<file path="src/rtl/parity_pkg.sv">
package parity_pkg;

    typedef enum logic {
        SENSE_EVEN = 1'b0,
        SENSE_ODD  = 1'b1
    } sense_e;

    // Fold a raw XOR reduction into the selected rule.
    function automatic logic sense_adjust(input logic raw, input sense_e s);
        return raw ^ (s == SENSE_ODD);
    endfunction

endpackage

</file>
<file path="src/rtl/parity_encoder.sv">
module parity_encoder
    import parity_pkg::*;
#(
    parameter int MSG_W = 7
) (
    input  logic [MSG_W-1:0] msg,
    input  sense_e           sense,
    output logic [MSG_W:0]   code
);
    logic pbit;

    always_comb begin
        pbit = sense_adjust(^msg, sense);
        code = {pbit, msg};
    end
endmodule

</file>
<file path="src/rtl/parity_checker.sv">
module parity_checker
    import parity_pkg::*;
#(
    parameter int MSG_W = 7
) (
    input  logic [MSG_W:0] word,
    input  sense_e         sense,
    output logic           bad
);
    always_comb begin
        bad = sense_adjust(^word, sense);
    end
endmodule

</file>
<file path="src/rtl/parity_link_unit.sv">
module parity_link_unit
    import parity_pkg::*;
#(
    parameter int MSG_W = 7
) (
    input  logic             clk,
    input  logic             rst,
    input  logic             req_vld,
    input  logic             odd_sense,
    input  logic [MSG_W-1:0] enc_char,
    input  logic [MSG_W:0]   chk_byte,
    output logic             res_vld,
    output logic [MSG_W:0]   enc_byte,
    output logic             chk_err
);
    localparam int CODE_W = MSG_W + 1;

    typedef struct packed {
        logic              vld;
        logic [CODE_W-1:0] code;
        logic              err;
    } result_t;

    sense_e            sense_now;
    logic [CODE_W-1:0] code_nxt;
    logic              err_nxt;
    result_t           res_q;

    assign sense_now = odd_sense ? SENSE_ODD : SENSE_EVEN;

    parity_encoder #(.MSG_W(MSG_W)) u_enc (
        .msg   (enc_char),
        .sense (sense_now),
        .code  (code_nxt)
    );

    parity_checker #(.MSG_W(MSG_W)) u_chk (
        .word  (chk_byte),
        .sense (sense_now),
        .bad   (err_nxt)
    );

    always_ff @(posedge clk) begin
        if (rst) begin
            res_q <= '0;
        end else begin
            res_q.vld <= req_vld;
            if (req_vld) begin
                res_q.code <= code_nxt;
                res_q.err  <= err_nxt;
            end
        end
    end

    assign res_vld  = res_q.vld;
    assign enc_byte = res_q.code;
    assign chk_err  = res_q.err;
endmodule

</file>
<file path="config.mk">
export PLATFORM = sky130hd
export DESIGN_NAME = parity_link_unit
export DESIGN_NICKNAME = d
export VERILOG_FILES = /design/src/rtl/parity_pkg.sv /design/src/rtl/parity_encoder.sv /design/src/rtl/parity_checker.sv /design/src/rtl/parity_link_unit.sv
export SDC_FILE = /design/constraint.sdc
export NUM_CORES = 1
export LEC_CHECK = 0
export ABC_AREA = 1
export BUFFER_PORTS_ARGS = -buffer_cell sky130_fd_sc_hd__clkbuf_2
export CAP_MARGIN = 0
export CORE_MARGIN = 2
export CORE_UTILIZATION = 40
export CTS_CLUSTER_DIAMETER = 50
export DETAILED_ROUTE_END_ITERATION = 8
export GPL_TIMING_DRIVEN = 1
export PLACE_DENSITY_LB_ADDON = 0.1
export SETUP_SLACK_MARGIN = 0.3
export SYNTH_ARGS = -nofsm -noshare
export SYNTH_HDL_FRONTEND = slang
export SYNTH_HIERARCHICAL = 1
export SYNTH_SLANG_ARGS = --single-unit
</file>
<file path="constraint.sdc">
create_clock -name clk -period 2.5 [get_ports clk]
set_clock_uncertainty 0.1 [all_clocks]
set_input_delay 0.375 -clock clk [delete_from_list [all_inputs] [get_ports clk]]
set_output_delay 0.375 -clock clk [all_outputs]
set_load 0.005 [all_outputs]
</file>
==> flow_results.org, run 1 <==
** Outcome
- Status :: finished clean

** Final layout
- In the layout the commonest cells are 49 x nand2_1, 28 x clkbuf_2, 27 x inv_1.
- The number of antenna diodes in the final layout is 0.
- The multi-input combinational cells in the finished layout cover a total of 352 sq um.
- For this run, the post-layout net count is 175.
- Register Area :: 200 sq um
- Cell Count, Final, Fillers Out :: 180
- Most frequent standard cell in the layout excluding fill and tap cells :: nand2_1
- Fillers :: 195
- In the final layout, the share of cells above drive strength 1 is 25.8%.
- Compared with the post-synthesis result, the final layout area differs by 15.5%.

** Route
- DRC violations left :: 0
- Via-to-Cell Ratio :: 4.07
- Residual antenna-violating net count after detailed routing :: 0
- Wirelength per Cell :: 7.27 um
- Before antenna repair, the detailed router went through 4 iterations.
- For this block, the routed nets add up to 1.31 mm of wire.
- The routed layout has 733 vias.
- The detailed router finished its first iteration with 9 violations.

** Critical path
- FF-to-FF Start :: enc_byte[5]
- STA classifies the critical path startpoint as a register.
- Data on the critical path is required at its endpoint by 2.03 ns.
- By startpoint and endpoint, the worst setup path is classified as reg2out.
- Gate family responsible for the most delay along the worst path :: flip-flops
- The endpoint identified for the worst register-to-register timing path is enc_byte[5].
- Measured in cells, the most critical reg-to-reg path has a length of 2.
- Worst-path cell with the longest stage delay :: dfxtp_1
- Worst stage delay on the critical path :: 0.35 ns
- Together, buffers and inverters on the worst path number 1.
- Sequence of cells on the critical path :: clkbuf_2
- STA classifies the critical path endpoint as an output pin.
- Worst-case register-to-register setup slack :: 1.83 ns
- For the worst setup path, the data arrival time is 0.73 ns.
- Worst-path maximum fanout :: 2

** Place
- Detailed placement ended at an HPWL of 1.12 mm.
- During placement, the flow inserted port buffers numbering 28.
- Worst Setup Slack post-DPL :: 1.11 ns
- After detailed placement, the design holds a cell count of 176.
- Final GP Congestion :: 0.719

** Power
- Sw frac :: 28.5%
- Combinational share of power :: 25.0%
- Summed over all nets, the switching power comes to 0.122 mW.
- Design Power :: 0.428 mW
- In this run the static leakage power is 0.596 nW.
- Of the total power, registers draw 41.4%.
- Maximum vdd drop :: 213 uV
- Internal power comes to 0.306 mW.
- The clock network accounts for 33.6% of the total power.
- Dividing total power by cell area gives a power density of 493 mW/mm^2.

** Floorplan
- Die X :: 47.4 um
- 29 I/O pins were placed.
- The die covers 0.00224 sq mm.
- Std-Cell Core Area :: 0.00175 sq mm
- Initial core utilization :: 43.1%
- Row generation in the floorplan step produced 15 rows.
- In this run the vertical extent of the chip is 47.4 um.

** Global routing
- The global routing stage identified its most utilized layer as met2.
- The number of global-route vias before repair came to 552.
- Global-route met1 utilization :: 15.2%
- Entering global routing, the biggest net connects 20 pins.
- The initial antenna violation count was 0.
- Across every metal layer, demand over resource in global routing totals 12.8%.
- For this run the aggregate overflow at the end of global routing stands at 0.
- Global-route wire length before repair :: 2.03 mm
- In the global route stage, met2 resource usage came out at 20.8%.
- Global routing used 3.85% of the available met3 tracks.

** Logic synthesis
- Avg Cell Area, Syn :: 5.65 sq um
- Summing the areas of all compound-gate instances in the mapped netlist gives 0% of the synthesized area.
- Share of the synthesized netlist area taken by xor and xnor gates :: 2.33%
- Register bit total from synthesis :: 10
- The synthesized design spends more area on one cell type than any other, namely dfxtp_1.
- Mux share of post-synthesis cell area :: 0%
- After synthesis, the cell types taking the most area are dfxtp_1 27%, nand2_1 24%, inv_1 13%.
- For this run, the number of Yosys warnings is 6.
- Main combinational cell family by area after synthesis :: simple AND/OR/NAND/NOR gates
- When the netlist entered floorplanning its net count stood at 152.
- Synthesis handed over a netlist of 133 instances.
- Arithmetic-cell share of the synthesized area counting full adders, half adders and majority gates :: 0%
- Of the total synthesized cell area, the portion taken by AND, OR, NAND and NOR gates is 44.4%.
- Post-synthesis sequential area ratio :: 26.6%
- Share of the synthesized area in the top cell type :: 26.6%
- Counting distinct cell types in the post-synthesis netlist gives 12.
- Combined area of all synthesized cells :: 752 sq um

** STA
- Share of the cycle needed by the critical path after routing :: 48.2%
- Setup TNS Final :: 0 ns
- In this run the tightest slew margin relative to its limit is 77.3%.
- The clock period could shrink to 1.21 ns.
- The number of pins with negative max-slew slack in the final report came to 0.
- For the pin with the worst max-slew slack, the measured transition is 0.341 ns.
- Endpoints failing hold :: 0
- Setup slack closes at 1.29 ns.
- Setup repair after global routing left no endpoint under its margin.
- Worst hold-check slack :: 0.184 ns
- Setup violations remaining at the end of the flow were counted as 0.
- Maximum clock frequency :: 830 MHz

** Clock network
- The tree is rooted in a clkbuf_4.
- The number of hold buffers added after CTS was 0.
- TritonCTS built the clock tree.
- In this run the deepest clock path goes through 2 buffers.
- CTS saw 10 sinks.
- After clock tree synthesis, the clock-pin slew on the worst setup and hold paths is 0.06 ns.
- Once the clock tree was built, the setup fixing pass inserted 0 buffers.
- CTS H-tree lvls :: 1
- Skew-Pair Late Insertion Delay :: 0.26 ns
- Number of buffers created by CTS :: 3
- Total of cells resized after clock tree synthesis :: 0

** Hold path
- The path class of the tightest hold or removal check is in2reg.
- Worst hold stages :: 2
- The worst hold path begins at rst.
- End point of the most critical hold path :: res_vld

** Flow run
- MaxCap Viol Count :: 0
logic make-up (layout without fill, tap and decap cells):
kind of cell / count (synthesis) / count (layout)
XOR/XNOR: 2 / 2
AND/OR/NAND/NOR: 82 / 82
buffers and inverters: 39 / 61
flip-flops: 10 / 10
area by class of cell:
class | count | area share (%)
flip-flops and latches | 10 | 23.1
clock buffers | 4 | 4.18
inverters | 29 | 12.5
multi-input cells | 84 | 40.5
repair buffers | 28 | 16.1
well taps | 25 | 3.60
flip-flops by register name, indices dropped and copies added, names as in the netlist:
name / count
chk_err: 1
res_vld: 1
enc_byte: 8
worst max-delay path by stage:
stage           startpoint  cells after the start           to
3_3_place_gp   chk_byte[7]                     11      chk_err
6_report           chk_err                      1      chk_err
2_1_floorplan  enc_char[6]                     14  enc_byte[7]
4_1_cts            chk_err                      1      chk_err
5_1_grt        enc_char[6]                     13  enc_byte[7]
3_5_place_dp   chk_byte[7]                     11      chk_err
synth_stat cells:
master / n
nor2_1: 19
dfxtp_1: 10
nand2_1: 49
inv_2: 1
buf_6: 1
nand2_2: 7
clkinv_1: 1
inv_1: 27
buf_4: 8
xor2_1: 2
nand3_1: 7
buf_12: 1
power groups by stage:
stage / clock network [mW] / registers [mW] / logic, mW
floorplan: 0 / 0.181 / 0.0848
global placement: 0 / 0.180 / 0.106
detailed placement: 0 / 0.181 / 0.109
CTS: 0.152 / 0.178 / 0.109
global route: 0.158 / 0.179 / 0.127
finish: 0.144 / 0.177 / 0.107
per-stage QoR:
stage	utilization (%)	cell area [sq um]
CTS	49.7	868
floorplan	-	752
detailed placement	47.7	832
global route	49.7	868
finish	49.7	868
global placement	47.7	832
routing by layer:
layer / up-vias / part of all wire [%]
met5: - / 0
met3: 0 / 5.5
met4: 0 / 0
met2: 19 / 49
met1: 301 / 46
li1: 413 / -
Note: power is estimated with default switching activity, not from simulation.
==> run 2, diff against run 1 <==
Clock period 2.5 ns to 1.25 ns, I/O delays scaled along.
==> flow_results.org, run 2 (same netlist as run 1, synthesis figures left out) <==
** Power
- The total power density per cell area is 895 mW/mm^2 (was 493 mW/mm^2).
- The worst voltage drop across the vdd grid is 417 uV (was 213 uV).
- The total power was 0.918 mW (was 0.428 mW).
- Pleak :: 0.636 nW (was 0.596 nW)

** Route
- Iteration count of the initial detailed-routing pass :: 4 (unchanged)
- The number of antenna-violating nets in the routed design was 0 (unchanged).
- DRC violations left :: 0 (unchanged)
- Number of violations reported at the end of detailed-routing iteration 0 :: 10 (was 9)
- The detailed-route via count is 746 (was 733).
- Via-to-Cell Ratio :: 4.12 (was 4.07)
- Total length of routed wires :: 1.46 mm (was 1.31 mm)
- The average wire per cell in the routed design is 8.05 um (was 7.27 um).

** Clock network
- The total number of clock tree sinks was 10 (unchanged).
- CTS Root Cell :: clkbuf_4 (unchanged)
- Buffer levels on the longest clock path :: 2 (unchanged)
- Number of buffers created by CTS :: 3 (unchanged)
- Skew-Pair Late Insertion Delay :: 0.26 ns (about the same)
- Clock input transition at the sequential cells of the worst setup and hold paths :: 0.07 ns (was 0.06 ns)
- TritonCTS clock tree :: built (unchanged)
- CTS H-tree lvls :: 1 (unchanged)

** Floorplan
- The width of the die was 47.4 um (unchanged).
- The I/O pin count is 29 (unchanged).
- Y dimension of the die :: 47.4 um (unchanged)
- The full die area came to 0.00224 sq mm (unchanged).
- Std-Cell Core Area :: 0.00175 sq mm (unchanged)
- The number of core rows came to 15 (unchanged).
- The starting density of the core was 43.1% (unchanged).

** Final layout
- The number of flip-flops in the largest register was 8 (unchanged).
- The count of nets after finishing was 176 (was 175).
- Most frequent standard cell in the layout excluding fill and tap cells :: nand2_1 (unchanged)
- The antenna cell count was 0 (unchanged).
- The fill cell total of the finished layout came to 189 (was 195).
- The cell area after layout is 0.00103 sq mm (was 868 sq um).
- Commonest non-fill, non-tap cells in the layout: 42 x nand2_1, 20 x clkbuf_2, 19 x nor2_1 (was 49 x nand2_1, 28 x clkbuf_2, 27 x inv_1).
- Layout cells sized above 1 :: 45.5% (was 25.8%)
- Synthesis-to-finish area growth :: 36.4% (was 15.5%)

** Global routing
- The total routing usage reported by global routing was 15.2% (was 12.8%).
- Maximum number of pins on one net before global-route repair :: 20 (unchanged)
- The initial antenna violation count was 0 (unchanged).
- Gr ovfl total :: 0 (unchanged)
- Global-route wire length before repair :: 2.42 mm (was 2.03 mm)
- The number of global-route vias before repair was 605 (was 552).

** Place
- The global placer's final weighted congestion was 0.714 (was 0.719).
- Count of input and output buffers :: 28 (unchanged)
- The detailed placement HPWL was 1.11 mm (was 1.12 mm).
- Worst Setup Slack post-DPL :: -0.0788 ns (was 1.11 ns)
- Placed inst area :: 880 sq um (was 832 sq um)

** STA
- Share of the cycle needed by the critical path after routing :: 78.5%
- The setup violation total in the final timing report is 0 (unchanged).
- Setup TNS Final :: 0 ns (unchanged)
- Unrepaired setup endpoints after global routing :: yes (was no)
- After layout, the minimum clock period comes to 0.981 ns.
- Min setup slack post-route :: 0.269 ns (was 1.29 ns)
- The actual slew at the worst max-slew pin was 0.340 ns (was 0.341 ns).
- Timing would allow up to 1020 MHz.
- The number of pins with negative max-slew slack in the final report was 0 (unchanged).
- The count of endpoints failing hold in the final timing report is 0 (unchanged).
- The worst slew slack as a fraction of its limit came to 77.3% (about the same).

** Critical path
- The capturing element type of the critical path is an output pin (unchanged).
- Kind of start point of the critical path :: register (unchanged)
- Buf+Inv Stages, Crit Path :: 1 (unchanged)
- Data arrival, critical path :: 0.69 ns (was 0.73 ns)
- The largest stage delay on the critical path is 0.33 ns (was 0.35 ns).
- The cell type group with the largest total delay on the critical path is flip-flops (unchanged).
- Sequence of cells on the critical path: clkbuf_2 (unchanged).
- Worst-path cell with the longest stage delay :: dfxtp_2 (was dfxtp_1)
- The worst-path maximum fanout came to 2 (unchanged).
- The required time of the worst setup path is 0.96 ns (was 2.03 ns).
- The critical path start-end classification is reg2out (unchanged).

** Flow run
- MaxCap Viol Count :: 0 (unchanged)

** Hold path
- Class of the tightest hold or removal check :: in2reg (unchanged)

** Outcome
- Status :: finished clean (unchanged)
[run 2: routing by layer]
layer / vias up / GRT usage (%) / part of all wire (%)
met5: - / 0 / 0
met4: 0 / 8.33 / 1.1
met3: 2 / 2.69 / 5.0
met2: 21 / 22.7 / 48
met1: 308 / 20.6 / 45
li1: 415 / - / -
[run 2: worst paths after layout]
check,start,end,slack [ns],cells past startpoint
worst max-delay path,chk_err,chk_err,0.27,1
worst max register to register,enc_byte[5],enc_byte[5],0.58,2
worst min-delay path,enc_char[0],enc_byte[0],0.12,5
worst min register to register,enc_byte[1],enc_byte[1],0.37,2
[run 2: through the flow]
step	hold slack, ns	cells	utilization [%]
floorplan	0.159	133	-
global placement	0.266	176	50.4
detailed placement	0.272	176	50.4
CTS	0.107	181	56.1
global route	0.142	181	58.8
finish	0.124	181	58.8
[run 2: area by class of cell]
type / count / area (sq um) / share of cell area (%)
Clock buffer: 4 / 36.3 / 3.54
Inverter: 29 / 136 / 13.3
Multi-Input combinational cell: 84 / 414 / 40.4
Sequential cell: 10 / 211 / 20.6
Tap cell: 25 / 31.3 / 3.05
Timing Repair Buffer: 29 / 196 / 19.1
[run 2: report_power, final]
part | leakage (nW) | switching (mW) | internal [mW]
combinational | 0.529 | 0.151 | 0.124
clock | 0.0210 | 0.109 | 0.177
sequential | 0.0858 | 0.0109 | 0.346
total | 0.636 | 0.271 | 0.647
[run 2: timing repair]
item                                    in CTS  in global routing
hold buffers                                 1                  0
pin swaps                                    0                 21
endpoints found under the setup margin      12                 12
hold endpoints to repair                     1                  0
setup buffers                                0                  0
resized for setup                           18                 25
